===== config.mk =====
export PLATFORM = sky130hd
export DESIGN_NAME = zone_seq
export DESIGN_NICKNAME = d
export VERILOG_FILES = /design/src/rtl/zone_seq_pkg.sv /design/src/rtl/zone_seq_edge.sv /design/src/rtl/zone_seq_fsm.sv /design/src/rtl/zone_seq_bias.sv /design/src/rtl/zone_seq.sv
export SDC_FILE = /design/constraint.sdc
export NUM_CORES = 1
export LEC_CHECK = 0
export BUFFER_PORTS_ARGS = -buffer_cell sky130_fd_sc_hd__clkbuf_2
export CELL_PAD_IN_SITES_DETAIL_PLACEMENT = 1
export CELL_PAD_IN_SITES_GLOBAL_PLACEMENT = 2
export CORE_MARGIN = 3
export CORE_UTILIZATION = 35
export CTS_CLUSTER_DIAMETER = 30
export CTS_CLUSTER_SIZE = 14
export DETAILED_ROUTE_END_ITERATION = 7
export PLACE_DENSITY = 0.87
export REMOVE_ABC_BUFFERS = 1
export SYNTH_ARGS = -nofsm -noshare
export SYNTH_HDL_FRONTEND = slang
export SYNTH_SLANG_ARGS = --single-unit

===== constraint.sdc =====
create_clock -name clk -period 8.6 [get_ports clk]
set_input_delay 0.86 -clock clk [delete_from_list [all_inputs] [get_ports clk]]
set_output_delay 0.86 -clock clk [all_outputs]
set_load 0.01 [all_outputs]

===== src/rtl/zone_seq_pkg.sv =====
package zone_seq_pkg;
    localparam int NZONE      = 5;
    localparam int NBZONE     = 4;
    localparam int LEN_W      = 3;
    localparam int PCODE_W    = 4;
    localparam int WAKE_W     = 3;
    localparam int MAX_SHIFT  = 10;
    localparam int BASE_TICKS = 4;
    localparam int PER_W      = $clog2(BASE_TICKS << MAX_SHIFT) + 2;

    typedef enum logic [2:0] {
        ST_IDLE = 3'd0,
        ST_P    = 3'd1,
        ST_A    = 3'd2,
        ST_B    = 3'd3,
        ST_C    = 3'd4,
        ST_D    = 3'd5,
        ST_WAIT = 3'd6
    } seq_state_e;

    localparam logic [PCODE_W-1:0] PC_SINGLE = 4'd14;
    localparam logic [PCODE_W-1:0] PC_CONSEC = 4'd15;
    localparam logic [WAKE_W-1:0]  WK_END    = 3'd6;
    localparam logic [WAKE_W-1:0]  WK_STOP   = 3'd7;

    function automatic logic [PER_W-1:0] period_ticks(input logic [PCODE_W-1:0] code);
        logic [PER_W-1:0] base;
        base = PER_W'(BASE_TICKS);
        if (code > PCODE_W'(MAX_SHIFT)) return base << MAX_SHIFT;
        return base << code;
    endfunction

    // Zone length after applying the one-tick floor and any bias minimum.
    function automatic logic [LEN_W-1:0] zone_ticks(input logic [LEN_W-1:0] len,
                                                    input logic [1:0] need);
        logic [LEN_W-1:0] floor_v;
        floor_v = {{(LEN_W-2){1'b0}}, need};
        if (floor_v == '0) floor_v = LEN_W'(1);
        return (len > floor_v) ? len : floor_v;
    endfunction

    function automatic logic zone_hit(input seq_state_e s, input logic [NBZONE-1:0] en);
        case (s)
            ST_P:    return en[0];
            ST_A:    return en[1];
            ST_B:    return en[2];
            ST_C:    return en[3];
            default: return 1'b0;
        endcase
    endfunction
endpackage


===== src/rtl/zone_seq_edge.sv =====
module zone_seq_edge (
    input  logic clk,
    input  logic rst,
    input  logic rtc_i,
    output logic rise_o,
    output logic fall_o
);
    logic rtc_q;

    always_ff @(posedge clk) begin
        if (rst) rtc_q <= 1'b0;
        else     rtc_q <= rtc_i;
    end

    assign rise_o = rtc_i & ~rtc_q;
    assign fall_o = ~rtc_i & rtc_q;
endmodule


===== src/rtl/zone_seq_fsm.sv =====
module zone_seq_fsm
    import zone_seq_pkg::*;
(
    input  logic                             clk,
    input  logic                             rst,
    input  logic                             tick,
    input  logic                             start,
    input  logic [NZONE-1:0][LEN_W-1:0]      zone_len,
    input  logic [NZONE-1:0][1:0]            need,
    input  logic [PCODE_W-1:0]               period_code,
    input  logic [WAKE_W-1:0]                wake_mode,
    output seq_state_e                       state_o,
    output logic [LEN_W-1:0]                 zcnt_o,
    output logic                             zone_start_o,
    output logic                             wake_o
);
    seq_state_e       state, nxt, tgt;
    logic [LEN_W-1:0] zcnt, nzcnt;
    logic [PER_W-1:0] per, nper, per_inc, period;
    logic             lock, nlock, do_enter, end_seq;
    logic [2:0]       zi;

    always_comb begin
        nxt      = state;
        nzcnt    = zcnt;
        nper     = per;
        nlock    = lock & start;
        tgt      = ST_IDLE;
        do_enter = 1'b0;
        end_seq  = 1'b0;
        zi       = '0;
        per_inc  = per + PER_W'(1);
        period   = period_ticks(period_code);
        if (tick) begin
            if (state != ST_IDLE) nper = per_inc;
            case (state)
                ST_IDLE: if (start && !lock) begin tgt = ST_P; do_enter = 1'b1; end
                ST_P, ST_A, ST_B, ST_C: begin
                    if (zcnt == LEN_W'(1)) begin
                        tgt      = seq_state_e'(state + 3'd1);
                        do_enter = 1'b1;
                    end else nzcnt = zcnt - LEN_W'(1);
                end
                ST_D: begin
                    if (zcnt == LEN_W'(1)) begin
                        end_seq = 1'b1;
                        if (wake_mode == WK_STOP || period_code == PC_SINGLE) begin
                            nxt   = ST_IDLE;
                            nlock = 1'b1;
                        end else if (!start)                 nxt = ST_IDLE;
                        else if (period_code == PC_CONSEC) begin tgt = ST_A; do_enter = 1'b1; end
                        else if (per_inc >= period)      begin tgt = ST_P; do_enter = 1'b1; end
                        else                                 nxt = ST_WAIT;
                    end else nzcnt = zcnt - LEN_W'(1);
                end
                ST_WAIT: begin
                    if (per_inc >= period) begin
                        if (start) begin tgt = ST_P; do_enter = 1'b1; end
                        else nxt = ST_IDLE;
                    end
                end
                default: nxt = ST_IDLE;
            endcase
            if (do_enter) begin
                nxt   = tgt;
                zi    = 3'(tgt) - 3'd1;
                nzcnt = zone_ticks(zone_len[zi], need[zi]);
                if (tgt == ST_P) nper = '0;
            end
        end
    end

    always_ff @(posedge clk) begin
        if (rst) begin
            state        <= ST_IDLE;
            zcnt         <= '0;
            per          <= '0;
            lock         <= 1'b0;
            zone_start_o <= 1'b0;
            wake_o       <= 1'b0;
        end else begin
            state        <= nxt;
            zcnt         <= nzcnt;
            per          <= nper;
            lock         <= nlock;
            zone_start_o <= do_enter;
            wake_o       <= (do_enter && wake_mode == 3'(tgt)) ||
                            (end_seq && wake_mode >= WK_END);
        end
    end

    assign state_o = state;
    assign zcnt_o  = zcnt;
endmodule


===== src/rtl/zone_seq_bias.sv =====
module zone_seq_bias
    import zone_seq_pkg::*;
(
    input  logic              clk,
    input  logic              rst,
    input  logic              half,
    input  seq_state_e        state,
    input  logic [LEN_W-1:0]  zcnt,
    input  logic [NBZONE-1:0] zone_en,
    input  logic              pol,
    input  logic              ofs,
    output logic              bias_o
);
    logic act_q, act;

    // Offset pulse: updated only on mid-tick edges, dropped in the zone's last tick.
    always_ff @(posedge clk) begin
        if (rst)       act_q <= 1'b0;
        else if (half) act_q <= zone_hit(state, zone_en) && (zcnt != LEN_W'(1));
    end

    assign act    = ofs ? act_q : zone_hit(state, zone_en);
    assign bias_o = pol ? act : ~act;
endmodule


===== src/rtl/zone_seq.sv =====
module zone_seq
    import zone_seq_pkg::*;
#(
    parameter int NBIAS = 2
) (
    input  logic                          clk,
    input  logic                          rst,
    input  logic                          rtc_i,
    input  logic                          start_i,
    input  logic [NZONE-1:0][LEN_W-1:0]   zone_len_i,
    input  logic [PCODE_W-1:0]            period_code_i,
    input  logic [WAKE_W-1:0]             wake_mode_i,
    input  logic [NBIAS-1:0][NBZONE-1:0]  bias_zone_en_i,
    input  logic [NBIAS-1:0]              bias_pol_i,
    input  logic [NBIAS-1:0]              bias_ofs_i,
    output logic [2:0]                    state_o,
    output logic                          zone_start_o,
    output logic                          wake_o,
    output logic [NBIAS-1:0]              bias_o
);
    logic                  rtc_rise, rtc_fall;
    logic [NZONE-1:0][1:0] need;
    seq_state_e            state_w;
    logic [LEN_W-1:0]      zcnt_w;

    zone_seq_edge u_edge (
        .clk(clk), .rst(rst), .rtc_i(rtc_i), .rise_o(rtc_rise), .fall_o(rtc_fall)
    );

    // Minimum zone length demanded by the biases enabled in each zone.
    always_comb begin
        need = '0;
        for (int z = 0; z < NBZONE; z++) begin
            for (int b = 0; b < NBIAS; b++) begin
                if (bias_zone_en_i[b][z]) begin
                    if (bias_ofs_i[b])          need[z] = 2'd3;
                    else if (need[z] < 2'd2)    need[z] = 2'd2;
                end
            end
        end
    end

    zone_seq_fsm u_fsm (
        .clk(clk), .rst(rst), .tick(rtc_rise), .start(start_i),
        .zone_len(zone_len_i), .need(need), .period_code(period_code_i),
        .wake_mode(wake_mode_i), .state_o(state_w), .zcnt_o(zcnt_w),
        .zone_start_o(zone_start_o), .wake_o(wake_o)
    );

    for (genvar b = 0; b < NBIAS; b++) begin : g_bias
        zone_seq_bias u_bias (
            .clk(clk), .rst(rst), .half(rtc_fall), .state(state_w), .zcnt(zcnt_w),
            .zone_en(bias_zone_en_i[b]), .pol(bias_pol_i[b]), .ofs(bias_ofs_i[b]),
            .bias_o(bias_o[b])
        );
    end

    assign state_o = state_w;
endmodule


* After elaboration in Yosys (flattened, before gate mapping)
Index checks and enable logic that the tools add are counted.
Storage, ports and cells: register bits after elaboration 26, output and inout bits 7, logic and storage cells 150
Operators by class: $add $sub $neg 4, $lt $le $gt $ge 9, equal/unequal tests 20, shift-type cells 1, multiplexer cells 83, bitwise gates (word level) 7, reductions and logical operators 17
Operator list (count):
- $mux 14 | 5
- $mux 3 | 23
- $mux 2 | 18
- $mux 1 | 30
- $add 14x1->14 const B | 1
- $ge 14x14->1 | 1
- $shl 3x4->14 const A | 1
- $eq 3x3->1 const B | 4
- $pmux 1 s4 | 3
- $pmux 3 s4 | 1
- $ne 5x4->1 const B | 2
- $reduce_or 5->1 | 2
- $bmux 3 s3 | 1
- $eq 3x1->1 const B | 3
- $ne 3x1->1 const B | 3
- $pmux 3 s3 | 1
- $eq 4x4->1 const B | 2
- $lt 2x2->1 const B | 4
- $reduce_and 7->1 | 1
- $bmux 2 s3 | 1
- $eq 3x2->1 const B | 2
- $sub 3x1->3 const B | 2
- $logic_and 1x1->1 | 5
- $gt 4x4->1 const B | 1
- other kinds (18) | 24

* Longest topological paths before layout
Gate-level depths: netlist of run 1.
word-level depth 21, mapped depth 25, mapped depth without buffers 24

* Modules after synthesis
From an unflattened synthesis of run 1, not the netlist that was laid out.
Second synthesis, totals: cells, all modules 332, area, all modules 2627.5 µm²
By module, submodules not included:
- zone_seq_fsm | instances 1, cells an instance 287, area an instance 2307.2 µm², sequential area each 460.4 µm²
- zone_seq_bias | instances 2, cells an instance 16, area an instance 108.9 µm², sequential area each 20.0 µm²
- zone_seq | instances 1, cells an instance 9, area an instance 63.8 µm², sequential area each 0.0 µm²
- zone_seq_edge | instances 1, cells an instance 4, area an instance 38.8 µm², sequential area each 20.0 µm²

* Worst setup path before layout of run 1
No wires, ideal clock.
kind flip-flop to flip-flop, from reg u_fsm.per[0], to reg u_fsm.zcnt[1], in the netlist u_fsm.zcnt_o[1], library setup time 0.122 ns, arrival time 4.794 ns, data required time 8.478 ns, setup slack 3.684 ns, cell stages (with the launch flop) 25, buffers on the path 3, path through dfxtp_1 ha_1 nand3_1 nor2_1 and3_1 clkbuf_1 nand3_1 xnor2_1 ha_1 and4_1 a21boi_0 a22oi_1 a21oi_4 ha_1 clkbuf_1 clkbuf_1 mux2i_1 nor2_1 o21a_1 ha_1 a21oi_1 a21oi_1 a211oi_2 nor4b_1 a221o_1
Between the ends: word-level cells in the longest chain between the ends 19
RTL lines:
- start, declared | RTL line zone_seq_fsm.sv:19 | logic [PER_W-1:0] per, nper, per_inc, period;
- start signal, assigned | RTL line zone_seq_fsm.sv:84 | per <= nper;
- $add 14x1->14 (*) | RTL line zone_seq_fsm.sv:32 | per_inc = per + PER_W'(1);
- $ge 14x14->1 (*) | RTL line zone_seq_fsm.sv:52, zone_seq_fsm.sv:57
- $mux 1 | RTL line zone_seq_fsm.sv:52 | else if (per_inc >= period) begin tgt = ST_P; do_enter = 1'b1; end
- $mux 3 | RTL line zone_seq_fsm.sv:51 | else if (period_code == PC_CONSEC) begin tgt = ST_A; do_enter = 1'b1; end
- $mux 3 | RTL line zone_seq_fsm.sv:50 | end else if (!start) nxt = ST_IDLE;
- $mux 3 | RTL line zone_seq_fsm.sv:47 | if (wake_mode == WK_STOP || period_code == PC_SINGLE) begin
- $mux 3 | RTL line zone_seq_fsm.sv:45 | if (zcnt == LEN_W'(1)) begin
- $pmux 3 s4 | RTL line zone_seq_fsm.sv:36 | case (state)
- (+3 left out)
- $mux 2 (not written as such) | RTL line zone_seq_fsm.sv:67 | nzcnt = zone_ticks(zone_len[zi], need[zi]);
- $logic_not 2->1 | RTL line zone_seq_pkg.sv:38 | if (floor_v == '0) floor_v = LEN_W'(1);
- $mux 2 | RTL line zone_seq_pkg.sv:38
- $mux 3 | RTL line zone_seq_fsm.sv:64 | if (do_enter) begin
- $mux 3 | RTL line zone_seq_fsm.sv:34 | if (tick) begin
- $gt 3x3->1 | RTL line zone_seq_pkg.sv:39 | return (len > floor_v) ? len : floor_v;
- $mux 3 | RTL line zone_seq_pkg.sv:39
- $mux 3 | RTL line zone_seq_fsm.sv:64
- end signal, assigned | RTL line zone_seq_fsm.sv:83 | zcnt <= nzcnt;
- end, declared | RTL line zone_seq_fsm.sv:18 | logic [LEN_W-1:0] zcnt, nzcnt;
Mark *: on every way between the ends. The rest lies on a longest branch, timed or not. The select of a mux whose other input is x is not followed. A chain may end at the register's enable or synchronous reset.

* Worst setup path after layout of run 1
Same ends and word-level chain as after synthesis.

==> results.md, run 1 <==
- Register area: 520 um^2
- Switching share of power: 40.4%
- Relative slew slack: 25.6%
- DRT Pass-1 Iters: 4
- Worst setup EP type: flop
- Final GP Congestion: roughly 0.8
- Setup TNS: 0 ns
- Synth unique cells: 54
- Reg clk slew, reported paths: 0.11 ns
- I/O pin cnt: 45
- Total die area: just over 8000 um^2
- Multi-input logic area: 1890 um^2
- Min-Delay Path Class: flop to flop
- Fin util: 41.9%
- Nets@finish: 424
- Layout area overhead: 15.0%
- Lkg Pwr: 1.21 nW
- DIE WIDTH: around 90 um
- Design area: approximately 2900 um^2
- Final worst-path cycle share: 63.3%
- Initial antenna violation count: 0
- Root Driver: clkbuf_8
- Maxcap violations: 0
- Mapped Avg Cell Area: 7.77 um^2
- DR iter-0 viols: 80
- Core area: 6830 um^2
- H-tree Lvls: 1
- Post-CTS sizing: 0
- Clk pwr share: 23.3%
- Sequential-to-total area share from yosys stat: a little over a fifth
- Hold buffers post-CTS: 0
- Final Hold Viols: 0
- Clock Sinks: 26
- FFs w/ async S/R, synth: 0%
- Category of the most critical setup path: flop to flop
- Initial Util: 36.4%
- Clock skew: 0.0126 ns
- Count of port buffers added during placement: 44
- Diode count: 0
- CTS tree: yes
- Worst-skew pair later-pin latency: about 0.29 ns
- # DRC: 0
- Int Pwr: 277 uW
- Hold slack: 0.466 ns
- Sequential share of power: 30.4%
- Cell Rows: 30
- Hpwl dp: between 5000 and 6000 um
- Fillcell total: 891
- Gr usage total: roughly 18%
- RSZ-0062 raised after global routing: no
- # Post-CTS Setup Buffers: 0
- Vias: 2,445
- Post-placement cell area: between 2000 and 3000 um^2
- VDD IR-drop max: about 0.069 mV
- Vias in the first global route: 2,454
- Power, Total: between 400 and 500 uW
- Per-cell routed wire length: 15.3 um
- Pin count of the biggest net entering global routing: 17
- Total congestion overflow: 0
- Synth Warn #: 0
- Mapped Cells: 320
- Fmax: 184 MHz
- Status: complete, no violations
- Total Wirelength: 6980 um
- Inserted Clock Buffers: 3
- Pwr/cell area: approximately 160 nW/um^2
- Top cell type's share of synthesized area: 20.9%
- Data arrival, critical path: around 5.6 ns
- First-pass GRT wire length: 11,800 um
- Setup violation total in the final timing report: 0
- Max Slew Vio Count: 0
- Sw power: 188 uW
- Critical path startpoint category: flop
- Ratio of cells with drive above 1 in the final layout: 16.4%
- Min Tclk post-route: 5.44 ns
- Synth area leaders: dfxtp_1 21%, ha_1 13%, nand2_1 5.9%
- Cell Area, Synth: 2490 um^2
- Synth Register Bits: 26
- Worst slew pin tran: 1.09 ns
- Top_reg_cell synth: dfxtp_1
- Via density: 5.36
- Crit-path max FO: 10
- CP required: around 9 ns
- Leading area contributor after synthesis: dfxtp_1
- DRT antenna net count: 0
- CTS Buffer Depth: 2
- Chip height: between 90 and 100 um
- Number of enable flip-flop cells after synthesis: 0
- Share of power burned in combinational logic: 46.2%
worst paths after layout:
kind                         startpoint                      endpoint  slack (ns)  cells after the start
max           u_fsm.per[0]$_SDFFE_PP0P_  u_fsm.zcnt_o[1]$_SDFFE_PP0P_        3.16                     23
min          u_fsm.per[13]$_SDFFE_PP0P_    u_fsm.per[13]$_SDFFE_PP0P_        0.47                      2
max reg2reg   u_fsm.per[0]$_SDFFE_PP0P_  u_fsm.zcnt_o[1]$_SDFFE_PP0P_        3.16                     23
min reg2reg  u_fsm.per[13]$_SDFFE_PP0P_    u_fsm.per[13]$_SDFFE_PP0P_        0.47                      2
cell type report:
cell class / instances / area share (%)
Clock buffer: 3 / 1.44
Clock inverter: 1 / 1.05
Inverter: 11 / 1.44
Multi-Input combinational cell: 275 / 66.0
Sequential cell: 26 / 18.2
Tap cell: 96 / 4.20
Timing Repair Buffer: 44 / 7.70
stage by stage:
stage / setup WS [ns] / instances
finish: 3.16 / 456
global route: 2.58 / 456
CTS: 3.14 / 456
detailed placement: 3.19 / 452
global placement: 3.36 / 452
floorplan: 3.83 / 312
placed cells by master, fill, tap and decap left out, types with 3 or more instances in the layout:
| master | synthesis | final |
|---|---|---|
| nand3_1 | 12 | 12 |
| nand4_1 | 4 | 4 |
| clkbuf_8 | 0 | 3 |
| xnor2_1 | 12 | 12 |
| ha_1 | 25 | 25 |
| nor2_1 | 30 | 30 |
| xor2_1 | 12 | 12 |
| and3_1 | 9 | 9 |
| nor3_1 | 12 | 12 |
| a211oi_1 | 5 | 5 |
| nor2b_1 | 10 | 10 |
| a21oi_1 | 20 | 20 |
| o21ai_0 | 19 | 19 |
| dfxtp_1 | 26 | 26 |
| inv_1 | 11 | 11 |
| nand2_1 | 39 | 39 |
| mux2i_1 | 7 | 7 |
| a22oi_1 | 5 | 5 |
| o31ai_1 | 4 | 4 |
| clkbuf_2 | 0 | 44 |
| nand2b_1 | 7 | 7 |
worst max-delay path, cell delays in order, from the launching register on:
cell and delay, ns:
dfxtp_1 0.43, nand3_1 0.12, nor2_1 0.24, and3_1 0.29, and3_1 0.25, and3_1 0.19
xor2_1 0.10, ha_1 0.33, and4_1 0.23, a21boi_0 0.25, a22oi_1 0.14, a21oi_4 0.32
inv_1 0.14, ha_1 0.26, xnor2_2 0.36, mux2i_1 0.24, o211ai_1 0.10, o21a_1 0.15
ha_1 0.31, a21oi_1 0.13, a21oi_1 0.07, a211oi_2 0.32, nor4b_1 0.11, a221o_1 0.27
sequential cells by signal (all words and copies together), names as in the netlist:
register,flops
u_fsm.zone_start_o,1
u_edge.rtc_q,1
g_bias.u_bias.act_q,2
u_fsm.wake_o,1
u_fsm.zcnt_o,3
u_fsm.per,14
u_fsm.state_o,3
u_fsm.lock,1
synthesized netlist by cell type, types with 2 or more instances:
cell,instances
xor2_1,12
inv_1,11
dfxtp_1,26
a211oi_1,5
nor3_1,12
xnor2_1,12
nand3_1,12
o211ai_1,2
a211oi_2,2
and3_1,9
a32oi_1,2
nor2b_1,10
buf_4,2
o21a_1,2
o32a_1,2
ha_1,25
a21oi_1,20
a221oi_1,2
nand2_1,39
or4_1,2
o21ai_0,19
a211o_1,2
a22oi_1,5
nand2b_1,7
mux2i_1,7
nand4_1,4
nor2_1,30
nor4_1,2
clkbuf_1,6
and4_1,2
o31ai_1,4
per-layer routing:
layer	share of wire, %	GRT usage (%)	vias to the layer above
li1	-	-	1245
met1	50	24.9	1157
met2	46	28.4	39
met3	2.8	2.17	4
met4	1.0	3.83	0
met5	0	0	-
power by group through the flow:
stage | sequential (mW) | combinational [mW] | clock [mW]
after floorplan | 0.142 | 0.155 | 0
after global placement | 0.143 | 0.213 | 0
after detailed placement | 0.144 | 0.216 | 0
after CTS | 0.141 | 0.217 | 0.111
after global routing | 0.143 | 0.244 | 0.118
final | 0.142 | 0.215 | 0.108
cell families after synthesis:
logic type               Yosys count  synth area share, %
flip-flops                        26                 20.9
XOR/XNOR                          25                 9.11
AND/OR/NAND/NOR                  138                 28.5
multiplexers                       9                 4.18
adder cells (fa/ha/maj)           25                 12.6
AO/OA/AOI/OAI                     77                 21.4
buffers and inverters             19                 3.17
other                              1                0.151
(Power assumes the default switching activity.)
==> run 2: changes to the inputs <==
CORE_UTILIZATION = 29   (was 35)
PLACE_DENSITY = 0.77   (was 0.87)
clock period = 5 ns   (was 8.6 ns; I/O delays follow)
==> run 2 against run 1 <==
  * Die area increased by 19%
  * Global-route usage fell by 2.5 points
  * Via count is 3.1% higher
  * Maximum frequency up 18%
  * Utilization fell by 5.2 points
  * Clock skew shrank 0.0083 ns
  * Non-clock buffer count increased by 13
  * Routed wire length grew 7.4%
  * Clock power is 74% higher
  * Flip-flop and latch count stayed put
  * Sequential share of layout area decreased by 0.90 points
  * Critical path depth increased by 2
  * Critical path type unchanged
  * Critical endpoint is now u_fsm.zcnt_o[0]$_SDFFE_PP0P_
  * Highest routed layer unchanged
==> results.md, run 2 (same netlist as run 1, synthesis figures left out) <==
- Fmax: 218 MHz (+18%)
- DRT Pass-1 Iters: 4 (unchanged)
- Crit-path max FO: 7 (-3)
- Final GP Congestion: 0.806 (+0.75%)
- Met1 usage: 21.0% (-3.9 points)
- Maxcap violations: 0 (unchanged)
- CTS Buffer Depth: 2 (unchanged)
- Delay-heaviest family, CP: compound AO/OA/AOI/OAI gates
- Clock skew: 0.00430 ns (-0.00831 ns)
- Category of the most critical setup path: flop to flop
- DR iter-0 viols: 79 (-1.3%)
- Vias: 2,521 (+3.1%)
- Diode count: 0 (unchanged)
- H-tree Lvls: 1 (unchanged)
- Inserted Clock Buffers: 3 (unchanged)
- Min Tclk post-route: 4.59 ns (-0.848 ns)
- VDD IR-drop max: 0.118 mV (+71%)
- Min-Delay Path Class: primary input to flop
- Most frequent cells in the layout: 44 x clkbuf_2, 39 x nand2_1, 30 x nor2_1
- Core area: 8260 um^2 (+21%)
- Initial Util: 30.1% (-6.3 points)
- Gr busiest metal: met2
- Most common cell after layout, fill and taps aside: clkbuf_2
- Root Driver: clkbuf_8
- Status: complete, no violations
- CP required: 5.18 ns (-3.61 ns)
- Worst Path Buf+Inv: 3 (+2)
- Ratio of cells with drive above 1 in the final layout: 21.2% (+4.8 points)
- Initial antenna violation count: 0 (unchanged)
- Total congestion overflow: 0 (unchanged)
- FF-to-FF End: u_fsm.zcnt_o[0]$_SDFFE_PP0P_
- Post-placement cell area: 2880 um^2 (+3.1%)
- Final worst-path cycle share: 91.8% (+29 points)
- Worst stage delay on the critical path: 0.39 ns (-0.04 ns)
- Reg clk slew, reported paths: 0.11 ns (about the same)
- Fin util: 36.6% (-5.2 points)
- Nets@finish: 437 (+3.1%)
- Max FFs per register: 14 (unchanged)
- Worst-skew pair later-pin latency: 0.28 ns (about the same)
- Cell Rows: 33 (+10%)
- Setup TNS: 0 ns (unchanged)
- Reg2reg start: u_fsm.per[0]$_SDFFE_PP0P_
- Critical path startpoint category: flop
- Chip height: 98.6 um (+9.2%)
- Layout area overhead: 21.6%
- Via density: 5.27 (-1.6%)
- Hold Path Origin: rtc_i
- Pwr/cell area: 279 nW/um^2 (+72%)
- Clock Sinks: 26 (unchanged)
- CP max-delay cell: dfxtp_2
- Hpwl dp: 6010 um (+6.2%)
- GR Util met2: 25.1% (-3.3 points)
- Met3 GRT Util: 1.77% (-0.40 points)
- Relative slew slack: 34.5% (+8.9 points)
- R2r setup slk: 0.41 ns (-2.75 ns)
- Pin count of the biggest net entering global routing: 17 (unchanged)
- Power, Total: 844 uW (+81%)
- Per-cell routed wire length: 15.7 um (+2.5%)
- Reg with most FFs: u_fsm.per
- Reg2reg path depth: 25 (+8.7%)
- Final Hold Viols: 0 (unchanged)
- Total Wirelength: 7490 um (+7.4%)
- CTS tree: yes
- Hold Path Depth: 2 (unchanged)
- I/O pin cnt: 45 (unchanged)
- Worst setup EP type: flop
- Vias in the first global route: 2,483 (+1.2%)
- Max Slew Vio Count: 0 (unchanged)
- Total die area: 9720 um^2 (+19%)
- DIE WIDTH: 98.6 um (+9.2%)
- Worst slew pin tran: 0.958 ns (-0.130 ns)
- DRT antenna net count: 0 (unchanged)
- Gr usage total: 15.0% (-2.5 points)
- Data arrival, critical path: 4.77 ns (-0.86 ns)
- Critical Path Stages: 25 (+8.7%)
- # DRC: 0 (unchanged)
- Setup violation total in the final timing report: 0 (unchanged)
- Lkg Pwr: 1.28 nW (+6.6%)
- WHS Endpoint: u_edge.rtc_q$_SDFF_PP0_
- Count of port buffers added during placement: 44 (unchanged)
- First-pass GRT wire length: 12,100 um (+2.2%)
- Design area: 3020 um^2 (+5.7%)
- Cell mode on critical path: ha_1
run 2: changes by cell type in the layout (fill, tap and decap cells not counted):
cell / change
o21ai_0: -2
dfxtp_1: -2
a21boi_0: -1
a21boi_2: +1
xnor2_4: +1
buf_4: +13
a22oi_2: +1
ha_1: -2
dfxtp_2: +2
a22oi_1: -1
o21ai_1: +2
ha_4: +2
xnor2_1: -1
run 2: what timing repair did:
item                                   CTS  global route
resized for setup                        0            13
buffers inserted                         0             3
endpoints found under the hold margin    0             0
setup endpoints to repair                0             2
hold buffers                             0             0
run 2: per-stage QoR:
step,hold slack [ns],cells,setup WS (ns)
2_1_floorplan,0.434,312,0.233
3_3_place_gp,0.453,471,0.149
3_5_place_dp,0.469,471,0.0582
4_1_cts,0.475,475,0.0283
5_1_grt,0.492,478,-0.0175
6_report,0.485,478,0.408
run 2: worst max-delay path by stage:
stage	from	to	slack (ns)
2_1_floorplan	u_fsm.per[0]$_SDFFE_PP0P_	u_fsm.zcnt_o[1]$_SDFFE_PP0P_	0.23
3_3_place_gp	u_fsm.per[0]$_SDFFE_PP0P_	u_fsm.zcnt_o[1]$_SDFFE_PP0P_	0.15
3_5_place_dp	u_fsm.per[0]$_SDFFE_PP0P_	u_fsm.zcnt_o[1]$_SDFFE_PP0P_	0.06
4_1_cts	u_fsm.per[0]$_SDFFE_PP0P_	u_fsm.zcnt_o[1]$_SDFFE_PP0P_	0.03
5_1_grt	u_fsm.per[0]$_SDFFE_PP0P_	u_fsm.zcnt_o[0]$_SDFFE_PP0P_	-0.02
6_report	u_fsm.per[0]$_SDFFE_PP0P_	u_fsm.zcnt_o[0]$_SDFFE_PP0P_	0.41
run 2: per-layer routing:
layer,routed length (um),vias up
met5,0,-
met4,48,0
met3,185,2
met2,3520,20
met1,3740,1229
li1,-,1270
run 2: final cells by class:
class,count,area [um^2]
clock buffer,3,41.3
multi-input combinational,275,1940
inverter,11,41.3
sequential,26,523
clock inverter,1,30.0
fill,1031,5230
tap,105,131
timing repair buffer,57,318
run 2: power by group:
part,total (mW),switching [mW],internal [mW]
registers,0.243,0.0207,0.222
logic,0.413,0.238,0.175
clock network,0.188,0.0803,0.107
